==> src/rtl/cfr_pkg.sv <==
package cfr_pkg;
  // Which part of the frame the serial output is carrying
  typedef enum logic [1:0] {
    SEG_IDLE = 2'd0,
    SEG_PRE  = 2'd1,
    SEG_CODE = 2'd2
  } seg_e;
endpackage

==> src/rtl/cfr_rst_sync.sv <==
module cfr_rst_sync (
  input  logic clk,
  input  logic rst_n,
  output logic rst_sn
);
  logic [1:0] sync_q;

  always_ff @(posedge clk or negedge rst_n) begin
    if (!rst_n) sync_q <= 2'b00;
    else        sync_q <= {sync_q[0], 1'b1};
  end

  assign rst_sn = sync_q[1];
endmodule

==> src/rtl/cfr_blk_store.sv <==
module cfr_blk_store #(
  parameter int DATA_BITS = 60,
  parameter int KW        = $clog2(DATA_BITS + 1)
) (
  input  logic          clk,
  input  logic          rst_n,
  input  logic          wr_en,
  input  logic          wr_bit,
  input  logic          load,
  input  logic [KW-1:0] rd_idx,
  output logic          full,
  output logic          rd_bit
);
  logic [DATA_BITS-1:0] fill_q, fill_n;
  logic [DATA_BITS-1:0] tx_q, tx_n;
  logic [KW-1:0]        cnt_q, cnt_n;

  assign full = (cnt_q == KW'(DATA_BITS));

  // positions past the stored block read as the zero flush bit
  assign rd_bit = (rd_idx < KW'(DATA_BITS)) ? tx_q[rd_idx] : 1'b0;

  always_comb begin
    fill_n = fill_q;
    tx_n   = tx_q;
    cnt_n  = cnt_q;
    if (load) begin
      tx_n  = fill_q;
      cnt_n = '0;
    end
    if (wr_en) begin
      fill_n[cnt_q] = wr_bit;
      cnt_n         = cnt_q + KW'(1);
    end
  end

  always_ff @(posedge clk or negedge rst_n) begin
    if (!rst_n) cnt_q <= '0;
    else        cnt_q <= cnt_n;
  end

  // data registers carry no reset; the count guards their use
  always_ff @(posedge clk) begin
    fill_q <= fill_n;
    tx_q   <= tx_n;
  end
endmodule

==> src/rtl/cfr_conv_enc.sv <==
module cfr_conv_enc #(
  parameter logic [1:0] TAP_A = 2'b11,
  parameter logic [1:0] TAP_B = 2'b10
) (
  input  logic clk,
  input  logic rst_n,
  input  logic clr,
  input  logic step_en,
  input  logic half,
  input  logic u,
  output logic c_out
);
  logic st_q, st_n;
  logic [1:0] win;

  assign win   = {u, st_q};
  assign c_out = half ? ^(TAP_B & win) : ^(TAP_A & win);

  always_comb begin
    st_n = st_q;
    if (clr)                  st_n = 1'b0;
    else if (step_en && half) st_n = u;
  end

  always_ff @(posedge clk or negedge rst_n) begin
    if (!rst_n) st_q <= 1'b0;
    else        st_q <= st_n;
  end
endmodule

==> src/rtl/cfr_seq.sv <==
module cfr_seq #(
  parameter int FRAME_BITS = 128,
  parameter int PW         = $clog2(FRAME_BITS)
) (
  input  logic          clk,
  input  logic          rst_n,
  input  logic          bit_stb,
  input  logic          blk_full,
  output logic          start,
  output logic          emit,
  output logic [PW-1:0] cur_pos
);
  logic          act_q, act_n;
  logic [PW-1:0] pos_q, pos_n;
  logic          adv;

  assign start   = bit_stb && !act_q && blk_full;
  assign adv     = bit_stb && act_q;
  assign emit    = start || adv;
  assign cur_pos = act_q ? pos_q : '0;

  always_comb begin
    act_n = act_q;
    pos_n = pos_q;
    if (start) begin
      act_n = 1'b1;
      pos_n = PW'(1);
    end else if (adv) begin
      if (pos_q == PW'(FRAME_BITS - 1)) begin
        act_n = 1'b0;
        pos_n = '0;
      end else begin
        pos_n = pos_q + PW'(1);
      end
    end
  end

  always_ff @(posedge clk or negedge rst_n) begin
    if (!rst_n) begin
      act_q <= 1'b0;
      pos_q <= '0;
    end else begin
      act_q <= act_n;
      pos_q <= pos_n;
    end
  end
endmodule

==> src/rtl/coded_frame_tx.sv <==
module coded_frame_tx
  import cfr_pkg::*;
#(
  parameter int                 DATA_BITS = 60,
  parameter int                 PRE_LEN   = 6,
  parameter logic [PRE_LEN-1:0] PRE_PAT   = 6'b101011,
  parameter logic [1:0]         TAP_A     = 2'b11,
  parameter logic [1:0]         TAP_B     = 2'b10
) (
  input  logic clk,
  input  logic rst_n,
  input  logic in_bit,
  input  logic in_valid,
  output logic in_ready,
  input  logic bit_stb,
  output logic out_bit,
  output logic out_sop,
  output logic out_pre
);
  localparam int CODE_BITS  = 2 * (DATA_BITS + 1);
  localparam int FRAME_BITS = PRE_LEN + CODE_BITS;
  localparam int PW         = $clog2(FRAME_BITS);
  localparam int KW         = $clog2(DATA_BITS + 1);

  logic          rst_sn;
  logic          full, rd_bit, wr_en;
  logic          start, emit;
  logic [PW-1:0] cur_pos, code_idx;
  logic [KW-1:0] rd_idx;
  logic          half, pre_bit, code_bit;
  seg_e          seg;
  logic          bit_n, sop_n, pre_n;

  cfr_rst_sync u_rst (
    .clk   (clk),
    .rst_n (rst_n),
    .rst_sn(rst_sn)
  );

  assign in_ready = !full && rst_sn;
  assign wr_en    = in_valid && in_ready;

  cfr_blk_store #(.DATA_BITS(DATA_BITS), .KW(KW)) u_store (
    .clk   (clk),
    .rst_n (rst_sn),
    .wr_en (wr_en),
    .wr_bit(in_bit),
    .load  (start),
    .rd_idx(rd_idx),
    .full  (full),
    .rd_bit(rd_bit)
  );

  cfr_seq #(.FRAME_BITS(FRAME_BITS), .PW(PW)) u_seq (
    .clk     (clk),
    .rst_n   (rst_sn),
    .bit_stb (bit_stb),
    .blk_full(full),
    .start   (start),
    .emit    (emit),
    .cur_pos (cur_pos)
  );

  assign seg      = !emit ? SEG_IDLE :
                    (cur_pos < PW'(PRE_LEN)) ? SEG_PRE : SEG_CODE;
  assign code_idx = cur_pos - PW'(PRE_LEN);
  assign rd_idx   = KW'(code_idx >> 1);
  assign half     = code_idx[0];

  always_comb begin
    pre_bit = 1'b0;
    for (int i = 0; i < PRE_LEN; i++) begin
      if (cur_pos == PW'(i)) pre_bit = PRE_PAT[PRE_LEN-1-i];
    end
  end

  cfr_conv_enc #(.TAP_A(TAP_A), .TAP_B(TAP_B)) u_enc (
    .clk    (clk),
    .rst_n  (rst_sn),
    .clr    (start),
    .step_en(seg == SEG_CODE),
    .half   (half),
    .u      (rd_bit),
    .c_out  (code_bit)
  );

  always_comb begin
    bit_n = 1'b0;
    sop_n = 1'b0;
    pre_n = 1'b0;
    case (seg)
      SEG_PRE: begin
        bit_n = pre_bit;
        sop_n = start;
        pre_n = 1'b1;
      end
      SEG_CODE: bit_n = code_bit;
      default: ;
    endcase
  end

  always_ff @(posedge clk or negedge rst_sn) begin
    if (!rst_sn) begin
      out_bit <= 1'b0;
      out_sop <= 1'b0;
      out_pre <= 1'b0;
    end else if (bit_stb) begin
      out_bit <= bit_n;
      out_sop <= sop_n;
      out_pre <= pre_n;
    end
  end
endmodule

==> config.mk <==
export PLATFORM = sky130hd
export DESIGN_NAME = coded_frame_tx
export DESIGN_NICKNAME = d
export VERILOG_FILES = /design/src/rtl/cfr_pkg.sv /design/src/rtl/cfr_rst_sync.sv /design/src/rtl/cfr_blk_store.sv /design/src/rtl/cfr_conv_enc.sv /design/src/rtl/cfr_seq.sv /design/src/rtl/coded_frame_tx.sv
export SDC_FILE = /design/constraint.sdc
export NUM_CORES = 1
export LEC_CHECK = 0
export BUFFER_PORTS_ARGS = -buffer_cell sky130_fd_sc_hd__buf_2
export CORE_MARGIN = 2
export CORE_UTILIZATION = 50
export CTS_CLUSTER_SIZE = 8
export DETAILED_ROUTE_END_ITERATION = 6
export GPL_TIMING_DRIVEN = 0
export MAX_ROUTING_LAYER = met4
export PLACE_DENSITY = 0.72
export SYNTH_ARGS = -nofsm -noshare
export SYNTH_HDL_FRONTEND = slang
export SYNTH_SLANG_ARGS = --single-unit
export TNS_END_PERCENT = 50
==> constraint.sdc <==
create_clock -name clk -period 1.81 [get_ports clk]
set_clock_uncertainty 0.1 [all_clocks]
set_input_delay 0.362 -clock clk [delete_from_list [all_inputs] [get_ports clk]]
set_output_delay 0.362 -clock clk [all_outputs]
set_load 0.03 [all_outputs]
==> metrics.md, run 1 <==
| Metric | Value |
|---|---|
| Global-route wire length before repair | `23,000 um` |
| Dominant synthesized flop cell | `edfxtp_1` |
| Ys Warns | `0` |
| Clock Sinks | `140` |
| Mean Syn Cell Area | `13.2 sq um` |
| Clock latency on the worst-skew pair | `0.43 ns` |
| DP Cell Count | `595` |
| Final #Nets | `520` |
| Startpoint Class | `flip-flop` |
| Largest net degree at the start of global routing | `61` |
| Syn_nets | `452` |
| Worst VDD drop | `828 uV` |
| #FFs+latches synth | `140` |
| GRT Util Overall | `0.256` |
| Post-synthesis async set-or-reset flop share | `0.143` |
| Worst Path Required | `2.06 ns` |
| Die H | `112 um` |
| Critical path class | `flip-flop to flip-flop` |
| Drt first pass iters | `5` |
| Final Instance Count excl. Fillers | `667` |
| CTS clk-pin slew, worst paths | `0.06 ns` |
| Min Clock Period, post-route | `2.26 ns` |
| Flop2flop setup slack | `-0.45 ns` |
| CP Max Fanout | `6` |
| Critical path arrival | `2.51 ns` |
| DIE AREA | `0.0126 sq mm` |
| Pwr/cell area | `1310 mW/mm^2` |
| Top cell type's share of synthesized area | `0.616` |
| Global placer's final weighted congestion | `0.880` |
| I/O Buffers | `8` |
| Ant diodes | `0` |
| Num CTS Buffers | `17` |
| CTS Buffer Depth | `2` |
| Reg-to-Reg Start | `u_seq.pos_q[1]$_DFFE_PN0N_` |
| Core area | `0.0114 sq mm` |
| Fmax | `0.443 GHz` |
| Final setup fails | `134` |
| Hold WC Path Type | `flip-flop to asynchronous set/reset pin` |
| Vias in the first global route | `4,217` |
| Worst Max-Slew Pin Slew | `0.938 ns` |
| Synth cell types | `64` |
| DP HPWL | `7790 um` |
| Worst slack, placed | `-1.31 ns` |
| Initial core utilization | `0.513` |
| Crit share post-route | `1.25` |
| H-tree levels | `4` |
| Cell Rows | `39` |
| Total number of vias | `4,047` |
| Critical Path Max Stage Delay | `0.41 ns` |
| Root buf cell | `clkbuf_16` |
| WL final | `14,900 um` |
| Unrepaired setup endpoints after global routing | `true` |
| Syn-to-layout area delta | `31.5%` |
| Reg2reg end | `out_bit$_DFFE_PN0P_` |
| Initial antenna violation count | `0` |
| Commonest non-fill, non-tap cell in the layout | `edfxtp_1` |
| Mapped cell area | `0.00585 sq mm` |
| Status | `complete, but fails checks` |
| Area contributors post-synth | `edfxtp_1 62%, dfrtp_1 8.6%, nor2_1 5.2%` |
| Via density | `6.07` |
| CP Cell Sequence | `buf_6, buf_16, nand2b_4, a21oi_2, a2111o_1, a311o_1, a2bb2oi_2, nand3_2, mux2i_1` |
| Filler cells | `735` |
| Register area share after synthesis | `0.701` |
| Total grt overflow | `0` |
| Slowest-stage cell, CP | `dfrtp_1` |
| Post-synth EDFFs | `120` |
| Share of cells above drive strength 1 | `0.351` |
| MaxCap Viol Count | `0` |
| CTS tree | `yes` |
| Die W | `112 um` |
| Hold violation total from the final report | `0` |
| Most frequent cells in the layout | `120 x edfxtp_1, 43 x nor2_1, 26 x nand2_1` |
| Setup TNS | `-36.29 ns` |
| Violated checks | `setup timing` |
| Remaining DRCs | `0` |
| DR WL/cell | `22.4 um` |
| Leakage | `0.00259 uW` |
| Post-Syn Instances | `444` |
| Worst relative slew slack | `0.375` |
| DRT antenna net count | `0` |
| Top Ports | `9` |
| Placed standard-cell area | `0.00609 sq mm` |
| Hold slack | `0.108 ns` |
| Depth of the most critical reg-to-reg path | `9` |
| Fin area | `0.00770 sq mm` |
| Endpoint type of the worst setup path | `flip-flop` |
| Final setup slack of the worst path | `-0.450 ns` |
| Max-slew violations | `0` |
| Area leader, netlist | `edfxtp_1` |
| Initial DRC Count | `439` |
==> flip-flops by register name (all words and copies together), names as in the netlist <==
register        flops
u_enc.st_q          1
u_store.tx_q       60
u_rst.sync_q        2
u_store.fill_q     60
out_pre             1
u_seq.pos_q         7
u_store.cnt_q       6
u_seq.act_q         1
out_sop             1
out_bit             1
==> worst max-delay path by stage <==
stage / endpoint / startpoint / slack, ns
3_5_place_dp: u_store.cnt_q[3]$_DFFE_PN0P_ / u_store.cnt_q[0]$_DFFE_PN0P_ / -1.31
3_3_place_gp: u_store.cnt_q[5]$_DFFE_PN0P_ / u_store.cnt_q[0]$_DFFE_PN0P_ / -1.22
4_1_cts: out_bit$_DFFE_PN0P_ / u_seq.pos_q[1]$_DFFE_PN0N_ / -0.43
6_report: out_bit$_DFFE_PN0P_ / u_seq.pos_q[1]$_DFFE_PN0N_ / -0.45
5_1_grt: out_bit$_DFFE_PN0P_ / u_seq.pos_q[1]$_DFFE_PN0N_ / -0.52
2_1_floorplan: u_store.cnt_q[3]$_DFFE_PN0P_ / u_store.cnt_q[0]$_DFFE_PN0P_ / -0.66
==> layout make-up <==
cell class / count / area (sq um) / share of cell area
buffer: 21 / 184 / 0.0239
clock buffer: 17 / 425 / 0.0553
clock inverter: 14 / 149 / 0.0193
inverter: 9 / 37.5 / 0.00488
multi-input combinational: 270 / 2000 / 0.259
sequential: 140 / 4110 / 0.534
tap: 143 / 179 / 0.0232
timing repair buffer: 50 / 593 / 0.0770
timing repair inverter: 3 / 22.5 / 0.00293
==> timing repair <==
action                                  in CTS  in global routing
endpoints found under the setup margin     138                139
pin swaps                                   25                 29
buffers inserted                            31                  8
resized for setup                           84                 67
cloned                                       9                  0
hold endpoints to repair                     2                  0
hold buffers                                 1                  0
==> synthesized netlist by cell type, drive strengths merged (2+ instances only) <==
library cell / count
a22o: 4
a2111o: 2
inv: 9
and2: 5
nand2: 30
nand2b: 9
xnor2: 3
nor3: 2
a21o: 2
edfxtp: 120
a22oi: 5
o31ai: 2
a21boi: 3
ha: 3
or2: 2
o21ai: 24
nor2: 81
a222oi: 3
dfrtp: 20
nand4: 3
buf: 18
a221o: 3
o211ai: 2
or3: 2
and3: 4
a211oi: 5
and2b: 2
clkbuf: 7
nand3: 14
a21oi: 16
xor2: 3
mux2i: 8
nand3b: 5
a2bb2oi: 3
or4: 2
==> per-stage QoR <==
step	total power, uW	utilization
detailed placement	6020	0.534
global route	10400	0.674
CTS	9760	0.652
finish	10100	0.674
floorplan	5450	-
global placement	5990	0.534
==> critical path: cells and delay by family (launching register included) <==
| kind | cells | cell delay, ns |
|---|---|---|
| DFF | 1 | 0.41 |
| AOI/OAI and AO/OA | 4 | 0.95 |
| and+or+nand+nor | 2 | 0.22 |
| muxes | 1 | 0.20 |
| buffers and inverters | 2 | 0.31 |
==> power breakdown <==
part	total [uW]	internal (uW)	switching, uW
sequential	3770	3620	148
combinational	2940	1210	1740
clock	3400	2020	1380
total	10100	6850	3270
==> cells by family (layout without fill, tap and decap cells) <==
logic type,count (synthesis),count (layout),share of synthesized area
simple gates,164,164,0.129
flops,140,140,0.701
compound gates,88,88,0.107
buf+inv,34,114,0.0319
mux,8,8,0.0137
xor+xnor,6,6,0.0103
fa+ha+maj,3,3,0.00641
other cells,1,1,0.000641
==> metal layers <==
layer / part of all wire / vias up / GRT usage / routed length (um)
li1: - / 1784 / - / -
met1: 0.38 / 2029 / 0.294 / 5730
met2: 0.52 / 191 / 0.418 / 7750
met3: 0.067 / 43 / 0.0632 / 996
met4: 0.031 / 0 / 0.135 / 463
met5: 0 / - / - / 0
Power figures use the tool's default switching activity.
==> run 2, diff against run 1 <==
CORE_MARGIN = 4   (was 2)
SYNTH_HIERARCHICAL = 1   (was default)
==> run 2 against run 1 <==
The run still ends with setup timing left. Combinational power down 67%. Worst setup slack got worse by 0.79 ns. Final cell count down 12%. Synthesized cell count decreased by 16%. Register-to-register slack lost 0.79 ns. Design area down 4.0%. Largest power group unchanged.
==> metrics.md, run 2 <==
| Metric | Value |
|---|---|
| Clock Sinks | `140 (unchanged)` |
| WL final | `12,300 um (-18%)` |
| H-tree levels | `4 (unchanged)` |
| Violated checks | `setup timing` |
| Area contributors post-synth | `edfxtp_1 63%, dfrtp_1 8.8%, mux4_1 5.5%` |
| Global-route wire length before repair | `19,500 um (-15%)` |
| Depth of the most critical reg-to-reg path | `12 (+3)` |
| Final core occ | `0.673 (-0.00141)` |
| Unrepaired setup endpoints after global routing | `true` |
| Via density | `5.73 (-5.6%)` |
| CP Cell Sequence | `clkbuf_8, and2_2, ha_4, buf_4, mux4_2, a22oi_2, a311oi_1, or4_4, xnor2_2, nand3_1, a21o_2, o221ai_2` |
| Critical path arrival | `3.28 ns (+0.77 ns)` |
| Max-slew violations | `0 (unchanged)` |
| Syn-to-layout area delta | `30.0%` |
| Endpoint type of the worst setup path | `flip-flop` |
| Mean Syn Cell Area | `15.2 sq um (+16%)` |
| Area leader, netlist | `edfxtp_1` |
| CTS Buffer Depth | `2 (unchanged)` |
| Drt first pass iters | `5 (unchanged)` |
| Core area | `0.0110 sq mm (-3.8%)` |
| Crit path max-delay family | `simple AND/OR/NAND/NOR gates` |
| CTS clk-pin slew, worst paths | `0.06 ns (about the same)` |
| Top flop regs | `u_store/fill_q x60, u_store/tx_q x60, u_seq/pos_q x7` |
| Critical path capture point | `out_bit$_DFFE_PN0P_` |
| Vias in the first global route | `3,435 (-19%)` |
| Syn_nets | `382 (-15%)` |
| Internal Power | `5910 uW (-14%)` |
| MaxCap Viol Count | `0 (unchanged)` |
| DIE AREA | `0.0131 sq mm (+4.4%)` |
| Commonest non-fill, non-tap cell in the layout | `edfxtp_1` |
| Total number of vias | `3,373 (-17%)` |
| Initial DRC Count | `314 (-28%)` |
| Top Ports | `9 (unchanged)` |
| Root buf cell | `clkbuf_16` |
| Remaining DRCs | `0 (unchanged)` |
| Reg2reg end | `out_bit$_DFFE_PN0P_` |
| Status | `complete, but fails checks` |
| Cell Rows | `38 (-2.6%)` |
| Leakage | `0.00249 uW (-3.9%)` |
| Mapped cell area | `0.00568 sq mm (-2.9%)` |
| Fmax | `0.328 GHz (-26%)` |
| DP HPWL | `6410 um (-18%)` |
| Slowest-stage cell, CP | `or4_4` |
| Critical Path Max Stage Delay | `0.52 ns (+0.11 ns)` |
| Worst Path Required | `2.04 ns (-0.02 ns)` |
| Worst Max-Slew Pin Slew | `0.914 ns (-0.0238 ns)` |
| Largest net degree at the start of global routing | `61 (unchanged)` |
| Hold WC Path Type | `primary input to asynchronous set/reset pin` |
| Post-synthesis async set-or-reset flop share | `0.143 (unchanged)` |
| Reg-to-Reg Start | `u_seq/act_q$_DFFE_PN0P_` |
| Startpoint Class | `flip-flop` |
| Total grt overflow | `0 (unchanged)` |
| Sequential Power Share | `0.455 (+0.082)` |
| Worst relative slew slack | `0.391 (+0.0159)` |
| Comb pwr share | `0.121 (-0.170)` |
| Min Clock Period, post-route | `3.05 ns (+0.787 ns)` |
| Crit path buf inv count | `2 (unchanged)` |
| Num CTS Buffers | `17 (unchanged)` |
| Overall Power | `7980 uW (-21%)` |
| Most frequent cells in the layout | `120 x edfxtp_1, 24 x nor2_1, 24 x nor2_4, 24 x buf_4, 23 x nor2_2` |
| Critical path class | `flip-flop to flip-flop` |
| DRT antenna net count | `0 (unchanged)` |
| Die H | `115 um (+2.2%)` |
| Initial core utilization | `0.517 (+0.00483)` |
| WP depth | `12 (+3)` |
| Worst VDD drop | `912 uV (+10%)` |
| Final setup fails | `121 (-9.7%)` |
| Switching power | `2070 uW (-37%)` |
| Post-synth EDFFs | `120 (unchanged)` |
| Final setup slack of the worst path | `-1.24 ns (-0.787 ns)` |
| CTS tree | `yes` |
| DP Cell Count | `522 (-12%)` |
| GRT Util Overall | `0.212 (-0.0435)` |
| Post-Syn Instances | `373 (-16%)` |
| Synth cell types | `53 (-17%)` |
| CP Max Fanout | `5 (-1)` |
| Ys Warns | `6 (+6)` |
| Share of cells above drive strength 1 | `0.420 (+0.0685)` |
| I/O Buffers | `8 (unchanged)` |
| Global placer's final weighted congestion | `0.799 (-9.2%)` |
| Clock latency on the worst-skew pair | `0.42 ns (about the same)` |
| #FFs+latches synth | `140 (unchanged)` |
| Pwr/cell area | `1080 mW/mm^2 (-18%)` |
| Final #Nets | `444 (-15%)` |
| Dominant synthesized flop cell | `edfxtp_1` |
| Sw Share | `0.259 (-0.0635)` |
| Register area share after synthesis | `0.722 (+0.0210)` |
| Flop2flop setup slack | `-1.24 ns (-0.79 ns)` |
| Top cell type's share of synthesized area | `0.634 (+0.0184)` |
| DR WL/cell | `20.9 um (-6.9%)` |
| Filler cells | `694 (-5.6%)` |
| Hold violation total from the final report | `0 (unchanged)` |
| Count leader, synth | `edfxtp_1` |
| Commonest cells post-synth | `120 x edfxtp_1, 70 x nor2_1, 20 x dfrtp_1, 20 x nand2_1, 18 x nand3_1` |
| Worst slack, placed | `-1.42 ns (-0.109 ns)` |
| Die W | `115 um (+2.2%)` |
| Crit path from | `u_seq/act_q$_DFFE_PN0P_` |
| Crit share post-route | `1.68 (+0.435)` |
| Final Instance Count excl. Fillers | `589 (-12%)` |
| Clk network pwr share | `0.424 (+0.088)` |
| Initial antenna violation count | `1 (+1)` |
[run 2: metrics by stage]
step           hold slack, ns  setup TNS [ns]  area (sq um)
6_report                0.154          -28.13          7390
4_1_cts                 0.139          -19.98          7120
2_1_floorplan         -0.0336          -83.72          5730
5_1_grt                 0.152          -35.66          7390
3_3_place_gp           0.0469         -129.84          5940
3_5_place_dp           0.0475         -104.33          5960
[run 2: worst min path at each step]
| stage | to | slack, ns | from | cells past startpoint |
|---|---|---|---|---|
| CTS | u_rst/sync_q[0]$_DFF_PN0_ | 0.14 | rst_n | 2 |
| finish | u_rst/sync_q[1]$_DFF_PN0_ | 0.15 | rst_n | 2 |
| global route | u_rst/sync_q[0]$_DFF_PN0_ | 0.15 | rst_n | 2 |
| global placement | u_rst/sync_q[0]$_DFF_PN0_ | 0.05 | rst_n | 1 |
| floorplan | u_rst/sync_q[0]$_DFF_PN0_ | -0.03 | rst_n | 0 |
| detailed placement | u_rst/sync_q[0]$_DFF_PN0_ | 0.05 | rst_n | 1 |
[run 2: final cells by class]
type / count / area (sq um) / share of cell area
clock buffer: 19 / 433 / 0.0586
buffer: 9 / 128 / 0.0173
inverter: 13 / 48.8 / 0.00660
clock inverter: 13 / 141 / 0.0191
tap: 140 / 175 / 0.0237
multi-input combinational: 207 / 1870 / 0.253
sequential: 140 / 4110 / 0.556
antenna: 1 / 2.50 / 0.000339
timing repair buffer: 47 / 478 / 0.0647
[run 2: cells by family (layout without fill, tap and decap cells)]
logic type	after synthesis	in the layout	share of synthesized area
adders and majority gates	4	4	0.00881
other	1	2	0.000660
muxes	18	18	0.0731
DFF	140	140	0.722
and+or+nand+nor	142	143	0.117
buffers and inverters	27	101	0.0220
xor gates and xnor gates	6	6	0.00925
AOI/OAI and AO/OA	35	35	0.0467
[run 2: what timing repair did]
item	4_1_cts	5_1_grt
hold buffers	1	0
setup endpoints to repair	137	135
setup buffers	26	8
gates resized for setup	93	56
pin swaps	23	13
gates cloned	3	1
hold endpoints to repair	2	0
[run 2: per-layer routing]
layer	vias to the layer above	global-route usage	share of wire	wire length [um]
met2	93	0.347	0.54	6690
met5	-	-	0	0
met4	0	0.0736	0.021	263
met3	22	0.0608	0.049	600
li1	1532	-	-	-
met1	1726	0.254	0.39	4730
[run 2: power groups by stage]
| stage | Sequential, uW | Clock, uW | Combinational [uW] |
|---|---|---|---|
| 5_1_grt | 3640 | 3610 | 1030 |
| 4_1_cts | 3610 | 3430 | 748 |
| 3_5_place_dp | 3670 | 0 | 508 |
| 6_report | 3640 | 3390 | 963 |
| 3_3_place_gp | 3660 | 0 | 480 |
| 2_1_floorplan | 3650 | 0 | 353 |
[run 2: worst reg2reg max path, cell delays in order (launching register included)]
cell	delay, ns
dfrtp_1	0.40
clkbuf_8	0.15
and2_2	0.20
ha_4	0.32
buf_4	0.16
mux4_2	0.34
a22oi_2	0.19
a311oi_1	0.13
or4_4	0.52
xnor2_2	0.13
nand3_1	0.08
a21o_2	0.20
o221ai_2	0.05
==> run 3, diff against run 2 <==
--- a/config.mk
+++ b/config.mk
@@ -7,4 +7,5 @@
 export LEC_CHECK = 0
 export BUFFER_PORTS_ARGS = -buffer_cell sky130_fd_sc_hd__buf_2
+export CAP_MARGIN = 5
 export CORE_MARGIN = 4
 export CORE_UTILIZATION = 50
==> constraint.sdc (replaced) <==
create_clock -name clk -period 1.81 [get_ports clk]
set_clock_uncertainty 0.1 [all_clocks]
set_input_delay 0.181 -clock clk [delete_from_list [all_inputs] [get_ports clk]]
set_output_delay 0.181 -clock clk [all_outputs]
set_load 0.03 [all_outputs]
==> run 3 against run 2 <==
The flow still finishes with violations (setup timing). Critical path depth is the same. First-iteration DRC count rose by 2.2%. Wire length rose by 0.59%. Worst setup slack improved by 0.0029 ns. Sequential power about the same. Die area is the same. Via count is 0.12% higher. Count of clock-buffer cells in the layout did not move. Final cell count increased by 0.17%. Fmax barely moved. Utilization up 0.091 points. Sequential share of layout area is 0.075 points lower.
==> metrics.md, run 3 (synthesized netlist as in run 2, its figures left out) <==
| Metric | Value |
|---|---|
| Die H | `115 um (unchanged)` |
| Core area | `0.0110 sq mm (unchanged)` |
| Fmax | `0.328 GHz (about the same)` |
| Cell Rows | `38 (unchanged)` |
| Switching power | `2070 uW (-0.23%)` |
| Reg2reg end | `out_bit$_DFFE_PN0P_` |
| Startpoint Class | `flip-flop` |
| Commonest non-fill, non-tap cell in the layout | `edfxtp_1` |
| Reg-to-Reg Start | `u_seq/act_q$_DFFE_PN0P_` |
| Drt first pass iters | `4 (-1)` |
| DR WL/cell | `20.9 um (+0.42%)` |
| Most frequent cells in the layout | `120 x edfxtp_1, 24 x nor2_1, 24 x nor2_4, 24 x buf_4, 23 x nor2_2` |
| Syn-to-layout area delta | `30.2%` |
| Total grt overflow | `0 (unchanged)` |
| GRT Util Overall | `0.213 (+0.000353)` |
| Clk network pwr share | `0.423 (about the same)` |
| H-tree levels | `4 (unchanged)` |
| Crit path max-delay family | `simple AND/OR/NAND/NOR gates` |
| Flop2flop setup slack | `-1.23 ns (about the same)` |
| Top Ports | `9 (unchanged)` |
| Num CTS Buffers | `17 (unchanged)` |
| WL final | `12,400 um (+0.59%)` |
| CTS tree | `yes` |
| Hold wc startpoint | `bit_stb` |
| Worst Path Required | `2.04 ns (about the same)` |
| MaxCap Viol Count | `0 (unchanged)` |
| DP Cell Count | `522 (unchanged)` |
| Unrepaired setup endpoints after global routing | `true` |
| Critical path arrival | `3.28 ns (about the same)` |
| Top flop regs | `u_store/fill_q x60, u_store/tx_q x60, u_seq/pos_q x7` |
| Min Clock Period, post-route | `3.04 ns (-0.00291 ns)` |
| Violated checks | `setup timing` |
| Crit path buf inv count | `2 (unchanged)` |
| DP HPWL | `6410 um (unchanged)` |
| Initial antenna violation count | `1 (unchanged)` |
| Final Instance Count excl. Fillers | `590 (+0.17%)` |
| Global placer's final weighted congestion | `0.799 (unchanged)` |
| Worst Max-Slew Pin Slew | `0.909 ns (-0.00513 ns)` |
| Clock latency on the worst-skew pair | `0.42 ns (about the same)` |
| DIE AREA | `0.0131 sq mm (unchanged)` |
| DRT antenna net count | `0 (unchanged)` |
| Setup TNS | `-28.79 ns (-0.663 ns)` |
| Leakage | `0.00249 uW (+0.17%)` |
| Root buf cell | `clkbuf_16` |
| Critical path class | `flip-flop to flip-flop` |
| Worst relative slew slack | `0.394 (+0.00342)` |
| Hold violation total from the final report | `0 (unchanged)` |
| CTS Buffer Depth | `2 (unchanged)` |
| Slowest-stage cell, CP | `or4_4` |
| Crit share post-route | `1.68 (about the same)` |
| Initial core utilization | `0.517 (unchanged)` |
| Remaining DRCs | `0 (unchanged)` |
| CP Cell Sequence | `clkbuf_8, and2_2, ha_4, buf_4, mux4_2, a22oi_2, a311oi_1, or4_4, xnor2_2, nand3_1, a21o_2, o221ai_2` |
| Critical Path Max Stage Delay | `0.52 ns (about the same)` |
| Pwr/cell area | `1080 mW/mm^2 (-0.18%)` |
| Clock Sinks | `140 (unchanged)` |
| Largest net degree at the start of global routing | `61 (unchanged)` |
| Max-slew violations | `0 (unchanged)` |
| Final setup fails | `127 (+5.0%)` |
| Final setup slack of the worst path | `-1.23 ns (+0.00291 ns)` |
| Sequential Power Share | `0.456 (about the same)` |
| Initial DRC Count | `321 (+2.2%)` |
| Via density | `5.72 (about the same)` |
| Hold WC Path Type | `primary input to flip-flop` |
| CP Max Fanout | `5 (unchanged)` |
| Global-route wire length before repair | `19,500 um (+0.22%)` |
| Total number of vias | `3,377 (+0.12%)` |
| I/O Buffers | `8 (unchanged)` |
| Hold Path Cell Cnt | `2` |
| Comb pwr share | `0.121 (about the same)` |
| Depth of the most critical reg-to-reg path | `12 (unchanged)` |
| Endpoint type of the worst setup path | `flip-flop` |
| Sw Share | `0.259 (-0.000487)` |
| Share of cells above drive strength 1 | `0.419 (-0.000935)` |
| Hold EP | `out_pre$_DFFE_PN0P_` |
| Vias in the first global route | `3,444 (+0.26%)` |
| Status | `complete, but fails checks` |
| Worst VDD drop | `913 uV (+0.14%)` |
| CTS clk-pin slew, worst paths | `0.06 ns (about the same)` |
| Filler cells | `693 (-0.14%)` |
| Die W | `115 um (unchanged)` |
| Final #Nets | `445 (+0.23%)` |
| Internal Power | `5910 uW (about the same)` |
-- run 3: cell count changes in the layout (fill, tap and decap cells not counted), sizes merged --
cell and delta:
dlygate4sd3 +1
-- run 3: power by group through the flow --
stage	Clock (uW)	Combinational (uW)	Sequential, uW
after floorplan	0	353	3650
after global placement	0	480	3660
after detailed placement	0	508	3670
after CTS	3430	749	3610
after global routing	3610	1030	3640
final	3380	966	3640
-- run 3: layout make-up --
cell class              instances  area [sq um]  share of cell area
flip-flops and latches        140          4110               0.556
multi-input cells             207          1870               0.253
repair buffers                 48           488              0.0659
clock buffers                  19           433              0.0585
well taps                     140           175              0.0237
clock inverters                13           141              0.0191
plain buffers                   9           128              0.0172
inverters                      13          48.8             0.00659
diodes                          1          2.50            0.000338
-- run 3: through the flow --
| step | worst slack (ns) | hold slack, ns | total power (uW) | area (sq um) | utilization |
|---|---|---|---|---|---|
| floorplan | -1.12 | -0.215 | 4010 | 5730 | - |
| global placement | -1.46 | -0.134 | 4140 | 5940 | 0.541 |
| detailed placement | -1.42 | -0.133 | 4180 | 5960 | 0.543 |
| CTS | -1.22 | 0.0174 | 7790 | 7130 | 0.649 |
| global route | -1.31 | 0.0384 | 8280 | 7400 | 0.674 |
| finish | -1.23 | 0.0395 | 7980 | 7400 | 0.674 |
-- run 3: worst max-delay path by stage --
stage,startpoint,to,slack [ns],depth (start not counted)
floorplan,u_seq/act_q$_DFFE_PN0P_,out_bit$_DFFE_PN0P_,-1.12,13
detailed placement,u_seq/act_q$_DFFE_PN0P_,out_bit$_DFFE_PN0P_,-1.42,13
CTS,u_seq/act_q$_DFFE_PN0P_,out_bit$_DFFE_PN0P_,-1.22,13
finish,u_seq/act_q$_DFFE_PN0P_,out_bit$_DFFE_PN0P_,-1.23,12
global placement,u_store/cnt_q[1]$_DFFE_PN0P_,u_store/cnt_q[5]$_DFFE_PN0P_,-1.46,9
global route,u_seq/act_q$_DFFE_PN0P_,out_bit$_DFFE_PN0P_,-1.31,12
-- run 3: metal layers --
metal / global-route usage / wire length, um / vias up
li1: - / - / 1529
met1: 0.254 / 4810 / 1740
met2: 0.348 / 6740 / 90
met3: 0.0608 / 543 / 18
met4: 0.0736 / 263 / 0
met5: - / 0 / -
-- run 3: repair_timing --
| action | 4_1_cts | 5_1_grt |
|---|---|---|
| setup endpoints to repair | 137 | 135 |
| resized for setup | 93 | 56 |
| endpoints found under the hold margin | 2 | 0 |
| pin swaps | 23 | 13 |
| hold buffers | 2 | 0 |
| gates cloned | 3 | 1 |
| buffers inserted | 26 | 8 |
